===== src/rtl/halt_pkg.sv =====
package halt_pkg;
    localparam int SLEEP_BIT  = 31;
    localparam int WAIT_A_BIT = 30;
    localparam int WAIT_B_BIT = 29;
    localparam int START_BIT  = 27;

    typedef enum logic [1:0] {
        ST_IDLE  = 2'd0,
        ST_ARMED = 2'd1,
        ST_COUNT = 2'd2
    } cd_state_e;
endpackage


===== src/rtl/halt_cd_fsm.sv =====
module halt_cd_fsm
    import halt_pkg::*;
#(
    parameter int CNT_W = 8
) (
    input  logic             clk,
    input  logic             rst_n,
    input  logic             wr_hit,
    input  logic             arm_wr,
    input  logic             insn_issue,
    input  logic             run_ok,
    input  logic [CNT_W-1:0] cnt,
    output logic             dec,
    output logic             done,
    output logic             stalling
);
    localparam logic [CNT_W-1:0] CNT_ONE = CNT_W'(1);

    cd_state_e state_q, state_d;

    always_ff @(posedge clk) begin
        if (!rst_n) state_q <= ST_IDLE;
        else        state_q <= state_d;
    end

    always_comb begin
        state_d = state_q;
        if (wr_hit) begin
            state_d = arm_wr ? ST_ARMED : ST_IDLE;
        end else begin
            unique case (state_q)
                ST_IDLE:  state_d = ST_IDLE;
                ST_ARMED: if (insn_issue) state_d = ST_COUNT;
                ST_COUNT: if (cnt <= CNT_ONE) state_d = ST_IDLE;
                default:  state_d = ST_IDLE;
            endcase
        end
    end

    always_comb begin
        stalling = (state_q == ST_COUNT);
        dec      = stalling && !wr_hit && (cnt != '0) && run_ok;
        done     = dec && (cnt == CNT_ONE);
    end

    assert_count_nonzero_R5: assert property (@(posedge clk) disable iff (!rst_n)
        (state_q == ST_COUNT) |-> (cnt != '0));
    assert_armed_waits_R4: assert property (@(posedge clk) disable iff (!rst_n)
        (state_q == ST_ARMED && !wr_hit && !insn_issue) |=> (state_q == ST_ARMED));
    assert_issue_starts_R4: assert property (@(posedge clk) disable iff (!rst_n)
        (state_q == ST_ARMED && !wr_hit && insn_issue) |=> stalling);
endmodule


===== src/rtl/halt_ctl_reg.sv =====
module halt_ctl_reg
    import halt_pkg::*;
#(
    parameter int DATA_W = 32,
    parameter int CNT_W  = 8
) (
    input  logic              clk,
    input  logic              rst_n,
    input  logic              wr_hit,
    input  logic [DATA_W-1:0] wdata,
    input  logic              irq,
    input  logic              dec,
    input  logic              done,
    output logic [DATA_W-1:0] ctl_q
);
    logic [DATA_W-1:0] ctl_d;

    always_comb begin
        ctl_d = ctl_q;
        if (wr_hit) begin
            ctl_d = wdata;
        end else begin
            if (irq) ctl_d[SLEEP_BIT] = 1'b0;
            if (dec) ctl_d[CNT_W-1:0] = ctl_q[CNT_W-1:0] - CNT_W'(1);
            if (done && ctl_q[WAIT_A_BIT]) ctl_d[WAIT_B_BIT] = 1'b0;
        end
    end

    always_ff @(posedge clk) begin
        if (!rst_n) ctl_q <= '0;
        else        ctl_q <= ctl_d;
    end

    assert_sleep_holds_R2: assert property (@(posedge clk) disable iff (!rst_n)
        (ctl_q[SLEEP_BIT] && !irq && !wr_hit) |=> ctl_q[SLEEP_BIT]);
    assert_irq_wakes_R3: assert property (@(posedge clk) disable iff (!rst_n)
        (ctl_q[SLEEP_BIT] && irq && !wr_hit) |=> !ctl_q[SLEEP_BIT]);
    assert_dec_by_one_R5: assert property (@(posedge clk) disable iff (!rst_n)
        dec |=> (ctl_q[CNT_W-1:0] == $past(ctl_q[CNT_W-1:0]) - CNT_W'(1)));
    assert_pair_clear_R6: assert property (@(posedge clk) disable iff (!rst_n)
        (done && ctl_q[WAIT_A_BIT] && ctl_q[WAIT_B_BIT]) |=> (ctl_q[WAIT_A_BIT] && !ctl_q[WAIT_B_BIT]));
    assert_flags_stable_R9: assert property (@(posedge clk) disable iff (!rst_n)
        !wr_hit |=> $stable(ctl_q[WAIT_B_BIT-1:CNT_W]));
    assert_write_wins_R10: assert property (@(posedge clk) disable iff (!rst_n)
        wr_hit |=> (ctl_q == $past(wdata)));
endmodule


===== src/rtl/core_halt_ctl.sv =====
module core_halt_ctl
    import halt_pkg::*;
#(
    parameter int DATA_W = 32,
    parameter int CNT_W  = 8
) (
    input  logic              clk,
    input  logic              rst_n,
    input  logic              sel,
    input  logic              wr_en,
    input  logic [DATA_W-1:0] wdata,
    output logic [DATA_W-1:0] rdata,
    input  logic              irq,
    input  logic              insn_issue,
    output logic              halt
);
    logic [DATA_W-1:0] ctl_q;
    logic wr_hit, arm_wr, run_ok, dec, done, stalling;

    always_comb begin
        wr_hit = sel && wr_en;
        arm_wr = wdata[START_BIT] && (wdata[WAIT_A_BIT] || wdata[WAIT_B_BIT])
                 && (wdata[CNT_W-1:0] != '0);
        run_ok = ctl_q[START_BIT] && (ctl_q[WAIT_A_BIT] || ctl_q[WAIT_B_BIT]);
        rdata  = sel ? ctl_q : '0;
        halt   = ctl_q[SLEEP_BIT] || stalling;
    end

    halt_ctl_reg #(.DATA_W(DATA_W), .CNT_W(CNT_W)) u_reg (
        .clk(clk), .rst_n(rst_n), .wr_hit(wr_hit), .wdata(wdata),
        .irq(irq), .dec(dec), .done(done), .ctl_q(ctl_q)
    );

    halt_cd_fsm #(.CNT_W(CNT_W)) u_fsm (
        .clk(clk), .rst_n(rst_n), .wr_hit(wr_hit), .arm_wr(arm_wr),
        .insn_issue(insn_issue), .run_ok(run_ok), .cnt(ctl_q[CNT_W-1:0]),
        .dec(dec), .done(done), .stalling(stalling)
    );

    assert_zero_write_wakes_R10: assert property (@(posedge clk) disable iff (!rst_n)
        (wr_hit && wdata == '0) |=> !halt);
    assert_idle_no_halt_R8: assert property (@(posedge clk) disable iff (!rst_n)
        (!halt && !wr_hit && !insn_issue && !ctl_q[SLEEP_BIT]) |=> !halt);
endmodule


===== config.mk =====
export PLATFORM = sky130hd
export DESIGN_NAME = core_halt_ctl
export DESIGN_NICKNAME = d
export VERILOG_FILES = /design/src/rtl/halt_pkg.sv /design/src/rtl/halt_cd_fsm.sv /design/src/rtl/halt_ctl_reg.sv /design/src/rtl/core_halt_ctl.sv
export SDC_FILE = /design/constraint.sdc
export NUM_CORES = 1
export LEC_CHECK = 0
export CAP_MARGIN = 20
export CORE_MARGIN = 3
export CORE_UTILIZATION = 35
export CTS_CLUSTER_SIZE = 40
export DETAILED_ROUTE_END_ITERATION = 8
export DONT_BUFFER_PORTS = 1
export MAX_ROUTING_LAYER = met4
export PLACE_DENSITY = 0.55
export SYNTH_ARGS = -nofsm -noshare
export SYNTH_HDL_FRONTEND = slang
export SYNTH_SLANG_ARGS = --single-unit

===== constraint.sdc =====
create_clock -name clk -period 1.63 [get_ports clk]
set_input_delay 0.326 -clock clk [delete_from_list [all_inputs] [get_ports clk]]
set_output_delay 0.326 -clock clk [all_outputs]
set_load 0.05 [all_outputs]

==> summary.md <==
| Metric | Value |
|---|---|
| #FFs+latches synth | `34` |
| WHS Path Cells | `1` |
| Pwr dens | `908 nW/um^2` |
| Final GP Congestion | `0.903` |
| Post-synth net total | `266` |
| Worst-Margin Slew | `0.524 ns` |
| CP arrival | `1.26 ns` |
| Maximum clock insertion buffer count | `2` |
| Endpoint type of the worst setup path | `output pin` |
| Adder-Cell Fraction of Synth Area | `2.18%` |
| H-tree Lvls | `2` |
| TritonCTS clock tree | `yes` |
| Avg Cell Area, Syn | `7.64 sq um` |
| Post-Syn Area | `1720 sq um` |
| Most common cell after layout, fill and taps aside | `nand2_1` |
| Worst relative slew slack | `65.3%` |
| Via count | `1513` |
| Period Utilization, post-route | `97.0%` |
| Post-synthesis mux area share | `0%` |
| Register area share after synthesis | `39.6%` |
| Number of global-route vias before repair | `1396` |
| Crit Path Max Fanout | `7` |
| GRT met3 Usage | `4.61%` |
| Commonest cells after routing, fill and taps aside | `nand2_1 (56), and2_1 (33), dfxtp_1 (32)` |
| Global-route wire length before repair | `7100 microns` |
| Post-synthesis compound-gate area fraction | `19.5%` |
| Drc violations | `0` |
| Largest family of logic cells by synthesized area | `simple AND/OR/NAND/NOR gates` |
| Wirelength per Cell | `15.2 microns` |
| Netlist cell types | `35` |
| Fmax | `0.632 GHz` |
| Post-Place Cells | `291` |
| Clock Latency Late Sink | `0.27 ns` |
| Die area | `5790 sq um` |
| Yosys warns | `0` |
| ANT cells | `0` |
| Reg2reg setup slack | `0.11 ns` |
| I/O Pins | `71` |
| Reg-to-Reg Start | `u_reg.ctl_q[0]$_SDFFE_PN0P_` |
| Status | `complete, no violations` |
| Core area | `4530 sq um` |
| Post-synth EDFFs | `0` |
| Hold slack | `0.176 ns` |
| Fill cells | `483` |
| Share of layout cells above drive strength 1 | `13.4%` |
| Req. time, crit path | `1.30 ns` |
| Clock root cell | `clkbuf_8` |
| Crit-path cells | `nor2b_2, buf_6, or2_4, buf_12` |
| Initial antenna violation count | `0` |
| Final hold vios | `0` |
| First drt pass iteration count | `4` |
| Number of port buffers | `0` |
| Crit Reg-Reg Endpoint | `u_reg.ctl_q[1]$_SDFFE_PN0P_` |
| Crit-path slowest cell | `dfxtp_2` |
| RSZ-0062 raised after global routing | `false` |
| CP startpoint kind | `flip-flop` |
| Final setup violation count | `0` |
| ANT nets after route | `0` |
| Clock skew | `0.00275 ns` |
| Fin nets | `274` |
| GRT Resource Usage Total | `15.8%` |
| Kind of critical path | `flip-flop to output pin` |
| Met2 usage | `24.8%` |
| Ys async rst share | `0%` |
| Setup TNS | `0 ns` |
| Reg2reg path depth | `6` |
| Via density | `5.09` |
| Met1 Usage GRT | `19.6%` |
| Post-Synth XOR/XNOR Area | `0%` |
| Largest stage delay, worst path | `0.32 ns` |
| Min-delay src | `rst_n` |
| Total of max-cap violations | `0` |
| Final Max Slew Viols | `0` |
| Min cycle time layout | `1.58 ns` |
| P&R area growth vs syn | `14.8%` |
| Hold buffer count at cts | `0` |
| Leak Pwr | `0.000724 uW` |
| Worst-path clk slew | `0.06 ns` |
| TritonCTS buffer count | `5` |
| Most Crowded Layer GR | `met2` |
| Largest net degree at the start of global routing | `35` |
| Iter 0 DRT Violations | `59` |
| Die width | `76.1 microns` |
| Post-CTS setup buffer count | `0` |
| Post-synthesis simple-gate area fraction | `33.9%` |
| Hold Path Sink | `u_reg.ctl_q[7]$_SDFFE_PN0P_` |
| Detailed Place HPWL | `3440 microns` |
| Final Non-Filler Cells | `297` |
| VDD IR max | `433 uV` |
| Die height | `76.1 microns` |
| Total grt overflow | `0` |
| Starting Density | `37.9%` |
| Hold crit path type | `input pin to flip-flop` |
| WL final | `4510 microns` |
| Clock sink total | `34` |
| Placement Rows | `24` |
| Ys flop type | `dfxtp_1` |
| Post-synthesis cell count | `225` |
-- stage by stage --
stage               util [%]  total power (uW)  setup slack [ns]  instance area (sq um)
CTS                     43.2              1820            0.0144                   1960
global route            43.5              1890          0.000665                   1970
floorplan                  -              1160           0.00794                   1720
detailed placement      41.4              1220            0.0906                   1880
global placement        41.4              1220             0.141                   1880
finish                  43.5              1790            0.0487                   1970
-- flip-flops by register name (all words and copies together), names as in the netlist --
name and cells:
u_reg.ctl_q 32, u_fsm.state_q 2
-- cells in the mapped netlist, drive strengths merged (3+ instances only) --
master  number  share of area [%]
nor2         3                1.1
inv          3               0.65
and2        33                 12
dfxtp       34                 40
nor4         4                1.8
nand3        5                1.5
clkbuf      16                3.5
a31oi        5                1.8
nand2       56                 12
o21a         3                1.3
a21oi       29                8.4
o211ai       6                2.6
ha           3                2.2
-- how the worst max path moves through the flow --
stage	startpoint	end	slack [ns]	cells past startpoint
6_report	u_fsm.state_q[1]$_SDFFE_PN0P_	halt	0.05	4
5_1_grt	u_fsm.state_q[1]$_SDFFE_PN0P_	halt	0.0007	4
4_1_cts	u_fsm.state_q[1]$_SDFFE_PN0P_	halt	0.01	4
3_5_place_dp	u_reg.ctl_q[0]$_SDFFE_PN0P_	u_reg.ctl_q[4]$_SDFFE_PN0P_	0.09	5
3_3_place_gp	u_reg.ctl_q[0]$_SDFFE_PN0P_	u_reg.ctl_q[4]$_SDFFE_PN0P_	0.14	5
2_1_floorplan	u_reg.ctl_q[1]$_SDFFE_PN0P_	u_reg.ctl_q[4]$_SDFFE_PN0P_	0.008	6
-- critical path: cells and delay by family, from the launching register on --
family	cells	cell delay, ns
flip-flops	1	0.32
AND/OR/NAND/NOR	2	0.39
buffers and inverters	2	0.28
-- layout make-up --
type | count | area [sq um] | share of cell area [%]
multi-input combinational | 171 | 961 | 48.7
sequential | 34 | 686 | 34.7
timing repair buffer | 18 | 151 | 7.67
clock buffer | 6 | 82.6 | 4.19
tap | 65 | 81.3 | 4.12
inverter | 3 | 11.3 | 0.571
-- routing by layer --
layer	vias up	routed length, microns
met2	41	2110
met1	687	2100
met3	2	279
met5	-	0
li1	783	-
met4	0	19
-- cells by family after synthesis --
family / after synthesis
AND/OR/NAND/NOR: 114
AO/OA/AOI/OAI: 54
flip-flops: 34
buffers and inverters: 20
adder cells (fa/ha/maj): 3
-- where the power goes --
part / switching [uW] / leakage (uW) / internal, uW
clock: 269 / 0.0000431 / 325
sequential: 26.8 / 0.000279 / 868
combinational: 202 / 0.000402 / 99.5
-- repair_timing --
action	in CTS	in global routing
gates resized for setup	0	5
setup endpoints to repair	0	2
hold endpoints to repair	0	0
Note: power is estimated with default switching activity, not from simulation.
